==> src/rtl/sensor_cmd_pkg.sv <==
`timescale 1ns/1ps
package sensor_cmd_pkg;

    typedef enum logic [2:0] {
        ST_IDLE,
        ST_ADDR,
        ST_ACK_A,
        ST_RX,
        ST_ACK_R,
        ST_TX,
        ST_ACK_T,
        ST_DROP
    } bus_st_e;

    typedef enum logic [1:0] {
        TY_REPEAT  = 2'b00,
        TY_STEP    = 2'b01,
        TY_RSVD    = 2'b10,
        TY_SPECIAL = 2'b11
    } cmd_ty_e;

    localparam logic [4:0] SF_CLR_PROX = 5'd5;
    localparam logic [4:0] SF_CLR_ALS  = 5'd6;
    localparam logic [4:0] SF_CLR_BOTH = 5'd7;

endpackage

==> src/rtl/scmd_line_sync.sv <==
`timescale 1ns/1ps
module scmd_line_sync #(
    parameter int STAGES = 2
) (
    input  logic clk,
    input  logic rst_n,
    input  logic scl_i,
    input  logic sda_i,
    output logic scl_s,
    output logic sda_s,
    output logic scl_rise,
    output logic scl_fall,
    output logic start_det,
    output logic stop_det
);
    // STAGES flops for metastability, one more to hold the previous level
    logic [STAGES:0] scl_q;
    logic [STAGES:0] sda_q;
    logic            scl_p;
    logic            sda_p;

    always_ff @(posedge clk or negedge rst_n) begin
        if (!rst_n) begin
            scl_q <= '1;
            sda_q <= '1;
        end else begin
            scl_q <= {scl_q[STAGES-1:0], scl_i};
            sda_q <= {sda_q[STAGES-1:0], sda_i};
        end
    end

    always_comb begin
        scl_s     = scl_q[STAGES-1];
        sda_s     = sda_q[STAGES-1];
        scl_p     = scl_q[STAGES];
        sda_p     = sda_q[STAGES];
        scl_rise  = scl_s & ~scl_p;
        scl_fall  = ~scl_s & scl_p;
        start_det = scl_s & scl_p & sda_p & ~sda_s;
        stop_det  = scl_s & scl_p & ~sda_p & sda_s;
    end

endmodule

==> src/rtl/scmd_regfile.sv <==
`timescale 1ns/1ps
module scmd_regfile #(
    parameter int          AW         = 5,
    parameter int          N_CFG      = 16,
    parameter int          N_RES      = 3,
    parameter int          RES_BASE   = 20,
    parameter int          ID_ADDR    = 18,
    parameter int          STAT_ADDR  = 19,
    parameter int          PTIME_ADDR = 2,
    parameter int          WTIME_ADDR = 3,
    parameter logic [7:0]  DEV_ID     = 8'h29
) (
    input  logic                 clk,
    input  logic                 rst_n,
    input  logic                 wr_en,
    input  logic [AW-1:0]        wr_addr,
    input  logic [7:0]           wr_data,
    input  logic                 rd_take,
    input  logic [AW-1:0]        rd_addr,
    output logic [7:0]           rd_data,
    input  logic [7:0]           status_i,
    input  logic [N_RES*16-1:0]  result_i,
    output logic [N_CFG*8-1:0]   cfg_o
);
    logic [7:0] cfg_q [N_CFG];
    logic [7:0] shd_q [N_RES];

    for (genvar g = 0; g < N_CFG; g++) begin : g_cfg
        localparam logic [7:0] RV = (g == PTIME_ADDR || g == WTIME_ADDR) ? 8'hFF : 8'h00;
        always_ff @(posedge clk or negedge rst_n) begin
            if (!rst_n) begin
                cfg_q[g] <= RV;
            end else if (wr_en && wr_addr == AW'(g)) begin
                cfg_q[g] <= wr_data;
            end
        end
        assign cfg_o[g*8 +: 8] = cfg_q[g];
    end

    // high byte is frozen when its low byte is handed to the bus
    for (genvar k = 0; k < N_RES; k++) begin : g_shd
        always_ff @(posedge clk or negedge rst_n) begin
            if (!rst_n) begin
                shd_q[k] <= 8'h00;
            end else if (rd_take && rd_addr == AW'(RES_BASE + 2*k)) begin
                shd_q[k] <= result_i[k*16+8 +: 8];
            end
        end
    end

    always_comb begin
        rd_data = 8'h00;
        for (int i = 0; i < N_CFG; i++) begin
            if (rd_addr == AW'(i)) rd_data = cfg_q[i];
        end
        for (int k = 0; k < N_RES; k++) begin
            if (rd_addr == AW'(RES_BASE + 2*k))     rd_data = result_i[k*16 +: 8];
            if (rd_addr == AW'(RES_BASE + 2*k + 1)) rd_data = shd_q[k];
        end
        if (rd_addr == AW'(ID_ADDR))   rd_data = DEV_ID;
        if (rd_addr == AW'(STAT_ADDR)) rd_data = status_i;
    end

endmodule

==> src/rtl/sensor_cmd_i2c.sv <==
`timescale 1ns/1ps
module sensor_cmd_i2c
    import sensor_cmd_pkg::*;
#(
    parameter logic [6:0] DEV_ADDR    = 7'h39,
    parameter logic [7:0] DEV_ID      = 8'h29,
    parameter int         N_CFG       = 16,
    parameter int         N_RES       = 3,
    parameter int         SYNC_STAGES = 2
) (
    input  logic                clk,
    input  logic                rst_n,
    input  logic                scl_i,
    input  logic                sda_i,
    output logic                sda_oe_o,
    input  logic [7:0]          status_i,
    input  logic [N_RES*16-1:0] result_i,
    output logic [N_CFG*8-1:0]  cfg_o,
    output logic                prox_clr_o,
    output logic                als_clr_o
);
    localparam int AW         = 5;
    localparam int ID_ADDR    = 18;
    localparam int STAT_ADDR  = 19;
    localparam int RES_BASE   = 20;
    localparam int PTIME_ADDR = 2;
    localparam int WTIME_ADDR = 3;

    logic scl_s, sda_s, scl_rise, scl_fall, start_det, stop_det;

    bus_st_e       state_q, state_n;
    logic [3:0]    bit_cnt_q;
    logic [7:0]    sh_q;
    logic [7:0]    tx_q;
    logic          rd_dir_q;
    logic          first_q;
    logic          nack_q;
    logic [AW-1:0] addr_q;
    logic          step_q;
    logic          prox_clr_q, als_clr_q;

    logic          byte_end, is_cmd, wr_en, rd_take;
    logic [7:0]    rd_data;
    cmd_ty_e       cmd_ty;

    scmd_line_sync #(.STAGES(SYNC_STAGES)) u_sync (
        .clk       (clk),
        .rst_n     (rst_n),
        .scl_i     (scl_i),
        .sda_i     (sda_i),
        .scl_s     (scl_s),
        .sda_s     (sda_s),
        .scl_rise  (scl_rise),
        .scl_fall  (scl_fall),
        .start_det (start_det),
        .stop_det  (stop_det)
    );

    always_comb begin
        byte_end = scl_fall && (bit_cnt_q == 4'd8);
        is_cmd   = first_q && sh_q[7];
        cmd_ty   = cmd_ty_e'(sh_q[6:5]);
        wr_en    = (state_q == ST_RX) && byte_end && !is_cmd;
        rd_take  = scl_fall && (((state_q == ST_ACK_A) && rd_dir_q) ||
                                ((state_q == ST_ACK_T) && !nack_q));
    end

    // next-state logic
    always_comb begin
        state_n = state_q;
        if (stop_det) begin
            state_n = ST_IDLE;
        end else if (start_det) begin
            state_n = ST_ADDR;
        end else begin
            unique case (state_q)
                ST_IDLE:  state_n = ST_IDLE;
                ST_ADDR:  if (byte_end) state_n = (sh_q[7:1] == DEV_ADDR) ? ST_ACK_A : ST_DROP;
                ST_ACK_A: if (scl_fall) state_n = rd_dir_q ? ST_TX : ST_RX;
                ST_RX:    if (byte_end) state_n = ST_ACK_R;
                ST_ACK_R: if (scl_fall) state_n = ST_RX;
                ST_TX:    if (byte_end) state_n = ST_ACK_T;
                ST_ACK_T: if (scl_fall) state_n = nack_q ? ST_DROP : ST_TX;
                ST_DROP:  state_n = ST_DROP;
                default:  state_n = ST_IDLE;
            endcase
        end
    end

    // state register
    always_ff @(posedge clk or negedge rst_n) begin
        if (!rst_n) state_q <= ST_IDLE;
        else        state_q <= state_n;
    end

    // byte shifting, command decode and pointer handling
    always_ff @(posedge clk or negedge rst_n) begin
        if (!rst_n) begin
            bit_cnt_q  <= 4'd0;
            sh_q       <= 8'h00;
            tx_q       <= 8'hFF;
            rd_dir_q   <= 1'b0;
            first_q    <= 1'b0;
            nack_q     <= 1'b0;
            addr_q     <= '0;
            step_q     <= 1'b0;
            prox_clr_q <= 1'b0;
            als_clr_q  <= 1'b0;
        end else begin
            prox_clr_q <= 1'b0;
            als_clr_q  <= 1'b0;
            if (start_det) begin
                bit_cnt_q <= 4'd0;
                first_q   <= 1'b1;
            end else begin
                unique case (state_q)
                    ST_ADDR, ST_RX: begin
                        if (scl_rise) begin
                            sh_q      <= {sh_q[6:0], sda_s};
                            bit_cnt_q <= bit_cnt_q + 4'd1;
                        end
                        if (byte_end) begin
                            bit_cnt_q <= 4'd0;
                            if (state_q == ST_ADDR) begin
                                rd_dir_q <= sh_q[0];
                            end else begin
                                first_q <= 1'b0;
                                if (is_cmd) begin
                                    unique case (cmd_ty)
                                        TY_REPEAT: begin addr_q <= sh_q[4:0]; step_q <= 1'b0; end
                                        TY_STEP:   begin addr_q <= sh_q[4:0]; step_q <= 1'b1; end
                                        TY_SPECIAL: begin
                                            prox_clr_q <= (sh_q[4:0] == SF_CLR_PROX) || (sh_q[4:0] == SF_CLR_BOTH);
                                            als_clr_q  <= (sh_q[4:0] == SF_CLR_ALS)  || (sh_q[4:0] == SF_CLR_BOTH);
                                        end
                                        default: ;
                                    endcase
                                end else if (step_q) begin
                                    addr_q <= addr_q + 1'b1;
                                end
                            end
                        end
                    end
                    ST_ACK_A, ST_ACK_T: begin
                        if (scl_rise) nack_q <= sda_s;
                        if (rd_take) begin
                            tx_q <= rd_data;
                            if (step_q) addr_q <= addr_q + 1'b1;
                        end
                    end
                    ST_TX: begin
                        if (scl_rise) bit_cnt_q <= bit_cnt_q + 4'd1;
                        if (scl_fall) begin
                            if (bit_cnt_q == 4'd8) bit_cnt_q <= 4'd0;
                            else                   tx_q <= {tx_q[6:0], 1'b1};
                        end
                    end
                    default: ;
                endcase
            end
        end
    end

    // outputs
    always_comb begin
        sda_oe_o   = (state_q == ST_ACK_A) || (state_q == ST_ACK_R) ||
                     ((state_q == ST_TX) && !tx_q[7]);
        prox_clr_o = prox_clr_q;
        als_clr_o  = als_clr_q;
    end

    scmd_regfile #(
        .AW         (AW),
        .N_CFG      (N_CFG),
        .N_RES      (N_RES),
        .RES_BASE   (RES_BASE),
        .ID_ADDR    (ID_ADDR),
        .STAT_ADDR  (STAT_ADDR),
        .PTIME_ADDR (PTIME_ADDR),
        .WTIME_ADDR (WTIME_ADDR),
        .DEV_ID     (DEV_ID)
    ) u_regs (
        .clk      (clk),
        .rst_n    (rst_n),
        .wr_en    (wr_en),
        .wr_addr  (addr_q),
        .wr_data  (sh_q),
        .rd_take  (rd_take),
        .rd_addr  (addr_q),
        .rd_data  (rd_data),
        .status_i (status_i),
        .result_i (result_i),
        .cfg_o    (cfg_o)
    );

endmodule

==> config.mk <==
export PLATFORM = sky130hd
export DESIGN_NAME = sensor_cmd_i2c
export DESIGN_NICKNAME = d
export VERILOG_FILES = /design/src/rtl/sensor_cmd_pkg.sv /design/src/rtl/scmd_line_sync.sv /design/src/rtl/scmd_regfile.sv /design/src/rtl/sensor_cmd_i2c.sv
export SDC_FILE = /design/constraint.sdc
export NUM_CORES = 1
export LEC_CHECK = 0
export BUFFER_PORTS_ARGS = -buffer_cell sky130_fd_sc_hd__clkbuf_2
export CAP_MARGIN = 20
export CORE_ASPECT_RATIO = 2
export CORE_MARGIN = 2
export CORE_UTILIZATION = 57
export DETAILED_ROUTE_END_ITERATION = 16
export PLACE_DENSITY_LB_ADDON = 0.25
export SYNTH_ARGS = -nofsm -noshare
export SYNTH_HDL_FRONTEND = slang
export SYNTH_SLANG_ARGS = --single-unit
export TNS_END_PERCENT = 100
==> constraint.sdc <==
create_clock -name clk -period 3.7 [get_ports clk]
set_clock_uncertainty 0.05 [all_clocks]
set_input_delay 0 -clock clk [delete_from_list [all_inputs] [get_ports clk]]
set_output_delay 0 -clock clk [all_outputs]
set_load 0.005 [all_outputs]
==> results.py, run 1 <==
metrics = {
    "setup_path": {
        "cp_max_fo": 13,
        "crit_chain": "inv_1, ha_1, buf_4, nand2b_1, or3_1, o311ai_1, a221oi_2, a21oi_1, o21ai_1, dlygate4sd3_1",
        "worst_path_max_delay_cell": "dlygate4sd3_1",
        "worst-setup-path-type": "reg2reg",
        "cp-end-kind": "register",
        "cp.arrival_ns": 3.78,
        "start_kind": "register",
        "critPathMaxStageDelay_ns": 0.56,
        "r2r_end": "tx_q[3]",
        "r2r_slack_ns": 0.24,
        "rr_worst_depth": 10,
        "setup.worst_path.start": "addr_q[0]",
        "worstPathRequired_ns": 4.01,
        "timing.rr.start": "addr_q[0]",
    },
    "detailed_routing": {
        "num_vias": 9460,
        "wl_per_cell_um": 27.2,
        "firstDrtPassIters": 5,
        "wirelength_mm": 38.0,
        "ant_nets": 0,
        "routed_via_density": 6.78,
        "drt_iter0_drc": 730,
        "drc": 0,
    },
    "synth": {
        "ys_top_cells_by_area": "dfrtp_1 39%, mux2_2 17%, dfstp_2 7.5%, a21oi_1 2.6%, nor2_1 1.9%",
        "yosysSeqAreaShare_pct": 46.1,
        "synth_mux_area_share_pct": 17.6,
        "ys_types": 88,
        "synth_simple_gate_area_share_pct": 14.8,
        "synth_top_family_by_area": "multiplexers",
        "synth.ff_latch_count": 192,
        "synth_ff_type": "dfrtp_1",
        "syn_avg_cell_area_um2": 10.9,
        "syn-cell-area_um2": 10500,
        "synthAdderAreaFrac_pct": 0.834,
        "synth_top_area_share_pct": 38.6,
        "synthCells": 961,
        "synth_top_area_cell": "dfrtp_1",
        "yosysWarnings": 0,
        "synth.most_common_cell": "mux2_2",
        "synth_xor_area_share_pct": 0.167,
        "synth_edf_count": 0,
        "synthArstFlopShare_pct": 100,
        "synth_compound_area_share_pct": 16.2,
        "synth_common_cells": "163 x mux2_2, 162 x dfrtp_1, 55 x a21oi_1",
        "synth_nets": 1028,
    },
    "place": {
        "dp_hpwl_mm": 27.5,
        "gp_congestion": 1.03,
        "port-buffer-count": 190,
    },
    "sta": {
        "period_minus_slack_ns": 3.46,
        "maxSlewViolCount": 0,
        "hold_viol": 0,
        "worstMarginPinSlew_ns": 1.06,
        "relSlewSlack_pct": 29.1,
        "rsz0062_at_grt": "no",
        "setup_viol": 0,
        "max_freq_mhz": 289,
        "period_share_pct": 93.6,
        "fin_tns_setup_ns": 0,
    },
    "pwr": {
        "vdd_ir_drop_max_v": 0.000329,
        "powerDensity_nw_per_um2": 380,
        "p_leak_uw": 0.00593,
    },
    "worst_hold_path": {
        "hp-start": "status_i[5]",
        "hold-path-cell-count": 4,
        "hold_class": "in2reg",
        "min_to": "tx_q[5]",
    },
    "clocking": {
        "cts_buffers": 17,
        "worst_skew_pair.late_latency_ns": 0.44,
        "cts_max_level": 4,
        "cts.reportedPaths.clkPinSlew_ns": 0.07,
        "cts_sinks": 192,
        "max-clock-path-buffers": 2,
        "cts_tree": "done",
        "root_buffer": "clkbuf_16",
        "cts_setup_buffers": 0,
    },
    "floorplanning": {
        "die_area_um2": 19600,
        "die_h_um": 196,
        "start_util_pct": 57.9,
        "fp.coreArea_um2": 18100,
        "boundaryPins": 191,
        "die_w_um": 100,
        "row_count": 70,
    },
    "layout": {
        "finalNetCount": 1234,
        "postLayoutCoreUtil_pct": 69.7,
        "fillers": 1375,
        "area_growth_pct": 20.4,
        "antennaDiodeCount": 0,
        "layout-drive-gt1-share_pct": 40.8,
    },
    "flow_run": {
        "drv_cap": 0,
    },
    "run_status": {
        "outcome": "completed",
    },
    "global_routing": {
        "antenna_found_initial": 0,
        "overflow": 0,
        "grt_max_degree": 84,
        "grt_pass1_wl_mm": 56.7,
        "track_usage_pct": 39.0,
        "grt_pass1_vias": 9583,
    },
}
==> final cells by class <==
cell class	instances	area, um^2	area share (%)
inverter	24	90.1	0.713
clock buffer	19	443	3.50
tap	216	270	2.14
sequential	192	4840	38.3
timing repair buffer	261	1630	12.9
multi-input combinational	671	5210	41.2
clock inverter	13	150	1.19
==> worst max-delay path by stage <==
stage,to,slack (ns),cells after the start
after global routing,tx_q[0],0.03,10
after floorplan,tx_q[5],0.85,12
after detailed placement,tx_q[7],0.82,8
after global placement,tx_q[3],0.82,8
after CTS,tx_q[0],0.09,10
final,tx_q[3],0.24,10
==> critical path, delay by kind of cell (launching register included) <==
kind	cells	cell delay, ns
compound gates	4	1.02
fa+ha+maj	1	0.37
simple gates	2	0.53
flops	1	0.42
buf+inv	3	0.99
==> routing by layer <==
layer / up-vias / wire length, um / global-route usage (%)
li1: 4004 / - / -
met1: 4706 / 12600 / 42.0
met2: 564 / 19600 / 67.0
met3: 186 / 2290 / 6.23
met4: 0 / 3550 / 30.2
met5: - / 0 / 0
==> through the flow <==
stage | instances | worst slack (ns) | total power, uW | area [um^2] | hold slack (ns)
CTS | 1396 | 0.0850 | 4810 | 12600 | 0.0426
detailed placement | 1323 | 0.821 | 2900 | 11600 | 0.0356
floorplan | 961 | 0.849 | 2600 | 10500 | -0.346
global placement | 1323 | 0.824 | 2890 | 11600 | 0.0302
global route | 1396 | 0.0322 | 4950 | 12600 | 0.0640
finish | 1396 | 0.235 | 4800 | 12600 | 0.0726
==> report_power, final <==
group	total [uW]	switching (uW)	internal (uW)
registers	2440	260	2180
clock network	1890	856	1030
logic	476	285	191
==> cell families after synthesis <==
kind of cell               Yosys count
AOI/OAI and AO/OA                  243
xor gates and xnor gates             2
adders and majority gates            7
buffers and inverters               98
DFF                                192
muxes                              164
and+or+nand+nor                    255
==> flip-flops by register name, indices dropped and copies added, names as in the netlist, 3 cells and up <==
signal and flops:
u_regs.shd_q 24, bit_cnt_q 4, sh_q 8, u_sync.scl_q 3, addr_q 5, u_regs.cfg_o 128, u_sync.sda_q 3, tx_q 8
state_q 3
==> layout by cell type (no fill, tap or decap), types with 14 or more instances in the layout <==
cell type        n
clkbuf_2       189
mux2_2         163
dfrtp_1        162
a21oi_1         55
nor2_1          54
nand2_1         51
dlygate4sd3_1   41
o21ai_0         36
dfstp_2         30
buf_4           27
inv_1           22
nand2b_1        17
clkbuf_16       17
nand3_1         14
o211ai_1        14
nor3_1          14
o22ai_1         14
==> what timing repair did <==
action	in CTS	in global routing
hold buffers	41	0
setup endpoints to repair	0	1
resized for setup	0	1
hold endpoints to repair	115	0
Power figures use the tool's default switching activity.
==> run 2: changes to the inputs <==
Settings changed: CORE_UTILIZATION 57 to 35.
==> run 2 against run 1 <==
Effect of this change: worst hold slack got worse by 0.051 ns; critical endpoint is now tx_q[6]; largest power group unchanged; power increased by 2.5%; sequential cell count unchanged; non-clock buffer count decreased by 10.
==> results.py, run 2 (synthesized netlist as in run 1, its figures left out) <==
metrics = {
    "clocking": {
        "root_buffer": "clkbuf_16",
        "cts.reportedPaths.clkPinSlew_ns": 0.08,
        "cts_max_level": 4,
        "worst_skew_pair.late_latency_ns": 0.47,
        "cts_sinks": 192,
        "cts_buffers": 17,
        "cts_tree": "done",
        "max-clock-path-buffers": 2,
    },
    "sta": {
        "period_minus_slack_ns": 3.52,
        "worstMarginPinSlew_ns": 1.06,
        "rsz0062_at_grt": "no",
        "maxSlewViolCount": 0,
        "max_freq_mhz": 284,
        "period_share_pct": 95.1,
        "hold_viol": 0,
        "setup_viol": 0,
        "relSlewSlack_pct": 29.3,
        "fin_tns_setup_ns": 0,
    },
    "setup_path": {
        "crit_chain": "ha_1, buf_4, buf_4, o21ai_0, o21ai_0, o31ai_1, o21ai_1, a41oi_1, dlygate4sd3_1",
        "rr_worst_depth": 9,
        "critPathMaxStageDelay_ns": 0.57,
        "cp-end-kind": "register",
        "worstPathRequired_ns": 4.06,
        "worst_path_max_delay_cell": "dlygate4sd3_1",
        "worst-setup-path-type": "reg2reg",
        "start_kind": "register",
        "cp.arrival_ns": 3.88,
        "cp_max_fo": 21,
    },
    "detailed_routing": {
        "wl_per_cell_um": 27.2,
        "drt_iter0_drc": 832,
        "wirelength_mm": 41.7,
        "routed_via_density": 5.98,
        "drc": 0,
        "firstDrtPassIters": 5,
        "num_vias": 9171,
        "ant_nets": 0,
    },
    "floorplanning": {
        "start_util_pct": 35.6,
        "die_h_um": 249,
        "boundaryPins": 191,
        "row_count": 89,
        "die_area_um2": 31500,
        "die_w_um": 126,
        "fp.coreArea_um2": 29500,
    },
    "pwr": {
        "vdd_ir_drop_max_v": 0.000347,
        "powerDensity_nw_per_um2": 386,
        "p_leak_uw": 0.00590,
    },
    "worst_hold_path": {
        "hold-path-cell-count": 5,
        "hold_class": "in2reg",
    },
    "run_status": {
        "outcome": "completed",
    },
    "layout": {
        "antennaDiodeCount": 0,
        "fin_area_um2": 12700,
        "layout-drive-gt1-share_pct": 40.4,
        "final_common_cell": "clkbuf_2",
        "area_growth_pct": 21.4,
        "finalNetCount": 1224,
        "largest_reg_flops": 128,
        "final_cell_mix": "189 x clkbuf_2, 163 x mux2_2, 162 x dfrtp_1, 55 x a21oi_1, 54 x nor2_1",
    },
    "flow_run": {
        "drv_cap": 0,
    },
    "place": {
        "gp_congestion": 0.970,
        "placedInstanceArea_um2": 11700,
        "dp_hpwl_mm": 31.2,
        "port-buffer-count": 190,
    },
    "global_routing": {
        "grt_max_degree": 117,
        "overflow": 0,
        "grt_pass1_vias": 9468,
        "antenna_found_initial": 0,
        "grt_pass1_wl_mm": 61.0,
        "track_usage_pct": 26.3,
    },
}
## run 2: cell count changes in the layout (fill, tap and decap cells not counted), moves of 2 or more
cell           before  now
buf_12              3    1
clkinv_4            0    2
buf_4              27   21
dlygate4sd3_1      41   39
clkinvlp_4          3    0
## run 2: metrics by stage
step,power (uW),worst slack (ns),instances,utilization [%],hold WS [ns]
floorplan,2600,0.849,961,-,-0.346
global placement,2920,0.427,1463,39.8,0.0392
detailed placement,2940,0.385,1463,39.8,0.0391
CTS,4950,0.136,1534,43.2,0.00241
global route,5080,0.195,1534,43.2,0.0586
finish,4920,0.181,1534,43.2,0.0212
## run 2: layer usage
metal / part of all wire, % / vias to the layer above / track usage (%)
li1: - / 4003 / -
met1: 34 / 4617 / 27.0
met2: 54 / 423 / 47.8
met3: 4.4 / 128 / 3.33
met4: 7.7 / 0 / 19.1
met5: 0 / - / 0
## run 2: final cells by class
type                       count  area [um^2]
clock buffer                  19          433
clock inverter                13          175
fill                        2844        16800
inverter                      24         90.1
multi-input combinational    671         5230
sequential                   192         4840
tap                          364          455
timing repair buffer         251         1530
## run 2: final timing paths
kind	start	to	slack [ns]
setup / recovery	addr_q[0]	tx_q[6]	0.18
hold / removal	result_i[39]	tx_q[7]	0.02
setup reg to reg	addr_q[0]	tx_q[6]	0.18
hold reg to reg	u_sync.sda_q[0]	u_sync.sda_q[1]	0.31
max in group asynchronous	rst_n	u_regs.shd_q[6]	2.62
min in group asynchronous	rst_n	u_regs.cfg_o[59]	0.10
## run 2: what timing repair did
action	in CTS	in global routing
gates resized for setup	0	3
setup endpoints to repair	0	3
hold buffers	39	0
hold endpoints to repair	202	0
buffers inserted	0	0
## run 2: power by group
part / switching [uW] / total [uW] / leakage (uW) / internal, uW
logic: 272 / 458 / 0.00311 / 186
clock network: 905 / 1990 / 0.000301 / 1080
registers: 299 / 2480 / 0.00249 / 2180
## run 2: critical path, delay by kind of cell (launching register included)
kind                       cells  cell delay, ns
DFF                            1            0.44
buffers and inverters          3            1.05
AOI/OAI and AO/OA              5            1.58
adders and majority gates      1            0.34
==> run 3: changes to the inputs <==
Clock period 3.7 ns to 3.8 ns, I/O delays scaled along.
==> run 3 against run 2 <==
Effect of this change: utilization decreased by 0.051 points; global-route usage about the same; die area is the same; setup slack gained 0.12 ns; sequential share of layout area barely moved; final cell count grew 0.13%; largest power group unchanged; worst hold slack improved by 0.027 ns; critical path depth up 1; fmax rose by 0.51%; register-to-register slack better by 0.12 ns; power down 5.7%.
==> results.py, run 3 (synthesized netlist as in run 1, its figures left out) <==
metrics = {
    "pwr": {
        "powerDensity_nw_per_um2": 365,
        "vdd_ir_drop_max_v": 0.000332,
        "p_leak_uw": 0.00588,
    },
    "sta": {
        "maxSlewViolCount": 0,
        "setup_viol": 0,
        "rsz0062_at_grt": "no",
        "fin_tns_setup_ns": 0,
        "relSlewSlack_pct": 28.1,
        "fin_ws_ns": 0.298,
        "hold_viol": 0,
        "max_freq_mhz": 286,
        "period_share_pct": 92.1,
        "period_minus_slack_ns": 3.50,
        "worstMarginPinSlew_ns": 1.08,
    },
    "setup_path": {
        "cp-end-kind": "register",
        "start_kind": "register",
        "rr_worst_depth": 10,
        "cp_max_fo": 19,
        "r2r_slack_ns": 0.30,
        "cp.arrival_ns": 3.85,
        "r2r_end": "tx_q[6]",
        "timing.rr.start": "addr_q[0]",
        "worst-setup-path-type": "reg2reg",
        "worstPathRequired_ns": 4.15,
    },
    "floorplanning": {
        "die_h_um": 249,
        "die_area_um2": 31500,
        "fp.coreArea_um2": 29500,
        "boundaryPins": 191,
        "die_w_um": 126,
        "start_util_pct": 35.6,
        "row_count": 89,
    },
    "place": {
        "dp_slack_ns": 0.571,
        "port-buffer-count": 190,
        "gp_congestion": 1.00,
        "placedInstanceArea_um2": 11800,
        "dp_hpwl_mm": 31.1,
    },
    "layout": {
        "fin_area_um2": 12700,
        "antennaDiodeCount": 0,
        "fillers": 2838,
        "layout-drive-gt1-share_pct": 40.4,
        "area_growth_pct": 21.3,
        "final_common_cell": "clkbuf_2",
        "largest_reg_flops": 128,
        "final_cell_mix": "189 x clkbuf_2, 163 x mux2_2, 162 x dfrtp_1, 55 x a21oi_1, 54 x nor2_1",
        "finalNetCount": 1226,
    },
    "global_routing": {
        "track_usage_pct": 26.3,
        "grt_busiest_layer": "met2",
        "antenna_found_initial": 0,
        "grt_max_degree": 99,
        "grtUsageMet2_pct": 48.2,
        "grt_pass1_vias": 9338,
        "overflow": 0,
        "met1_usage_pct": 27.0,
        "grt_use_met3_pct": 3.84,
        "grt_pass1_wl_mm": 61.0,
    },
    "flow_run": {
        "drv_cap": 0,
    },
    "clocking": {
        "cts_sinks": 192,
        "cts_buffers": 17,
        "root_buffer": "clkbuf_16",
        "cts_max_level": 4,
        "cts_tree": "done",
        "cts.reportedPaths.clkPinSlew_ns": 0.08,
        "worst_skew_pair.late_latency_ns": 0.47,
        "max-clock-path-buffers": 2,
    },
    "detailed_routing": {
        "ant_nets": 0,
        "drt_iter0_drc": 665,
        "firstDrtPassIters": 5,
        "wirelength_mm": 41.6,
        "drc": 0,
        "num_vias": 9029,
        "routed_via_density": 5.88,
        "wl_per_cell_um": 27.1,
    },
    "worst_hold_path": {
        "min_to": "tx_q[5]",
        "hold_class": "in2reg",
        "hp-start": "result_i[5]",
        "hold-path-cell-count": 5,
    },
    "run_status": {
        "outcome": "completed",
    },
}
==> run 3: layout make-up <==
class | count | area, um^2 | area share (%)
inverter | 24 | 90.1 | 0.707
timing repair buffer | 253 | 1570 | 12.3
clock buffer | 19 | 433 | 3.40
clock inverter | 13 | 128 | 1.00
multi-input combinational | 671 | 5220 | 41.0
sequential | 192 | 4840 | 38.0
tap | 364 | 455 | 3.58
==> run 3: critical path, stage by stage, from the launching register on <==
cell and delay (ns):
dfrtp_1 0.42, inv_1 0.14, ha_1 0.61, buf_4 0.38, nand4b_1 0.36, or3_1 0.43, a21oi_1 0.13, nor3_1 0.06
o21ai_1 0.15, a41oi_1 0.13, dlygate4sd3_1 0.57
==> run 3: stage by stage <==
stage	hold slack, ns	cells	total power (uW)	utilization [%]
after floorplan	-0.346	961	2540	-
after detailed placement	0.0394	1464	2870	39.9
after CTS	0.0247	1536	4680	43.1
after global routing	0.0513	1536	4810	43.2
after global placement	0.0367	1464	2860	39.9
final	0.0479	1536	4640	43.2
==> run 3: timing repair <==
| item | in CTS | in global routing |
|---|---|---|
| setup buffers | 0 | 0 |
| resized for setup | 0 | 2 |
| hold endpoints to repair | 118 | 0 |
| hold buffers | 40 | 0 |
| setup endpoints to repair | 0 | 2 |
==> run 3: worst max-delay path by stage <==
stage	startpoint	endpoint
3_5_place_dp	addr_q[0]	tx_q[0]
6_report	addr_q[0]	tx_q[6]
4_1_cts	addr_q[0]	tx_q[3]
2_1_floorplan	addr_q[0]	tx_q[5]
5_1_grt	addr_q[0]	tx_q[6]
3_3_place_gp	addr_q[0]	tx_q[0]
==> run 3: report_power, final <==
part	leakage, uW	switching (uW)	internal [uW]
Clock	0.000264	867	916
Sequential	0.00249	218	2120
Combinational	0.00312	328	191
==> run 3: routing by layer <==
layer  vias to the layer above  wire (um)  part of all wire [%]
li1                       4002          -                     -
met1                      4534      14100                    34
met2                       365      22700                    55
met3                       128       1720                   4.1
met4                         0       3020                   7.3
met5                         -          0                     0
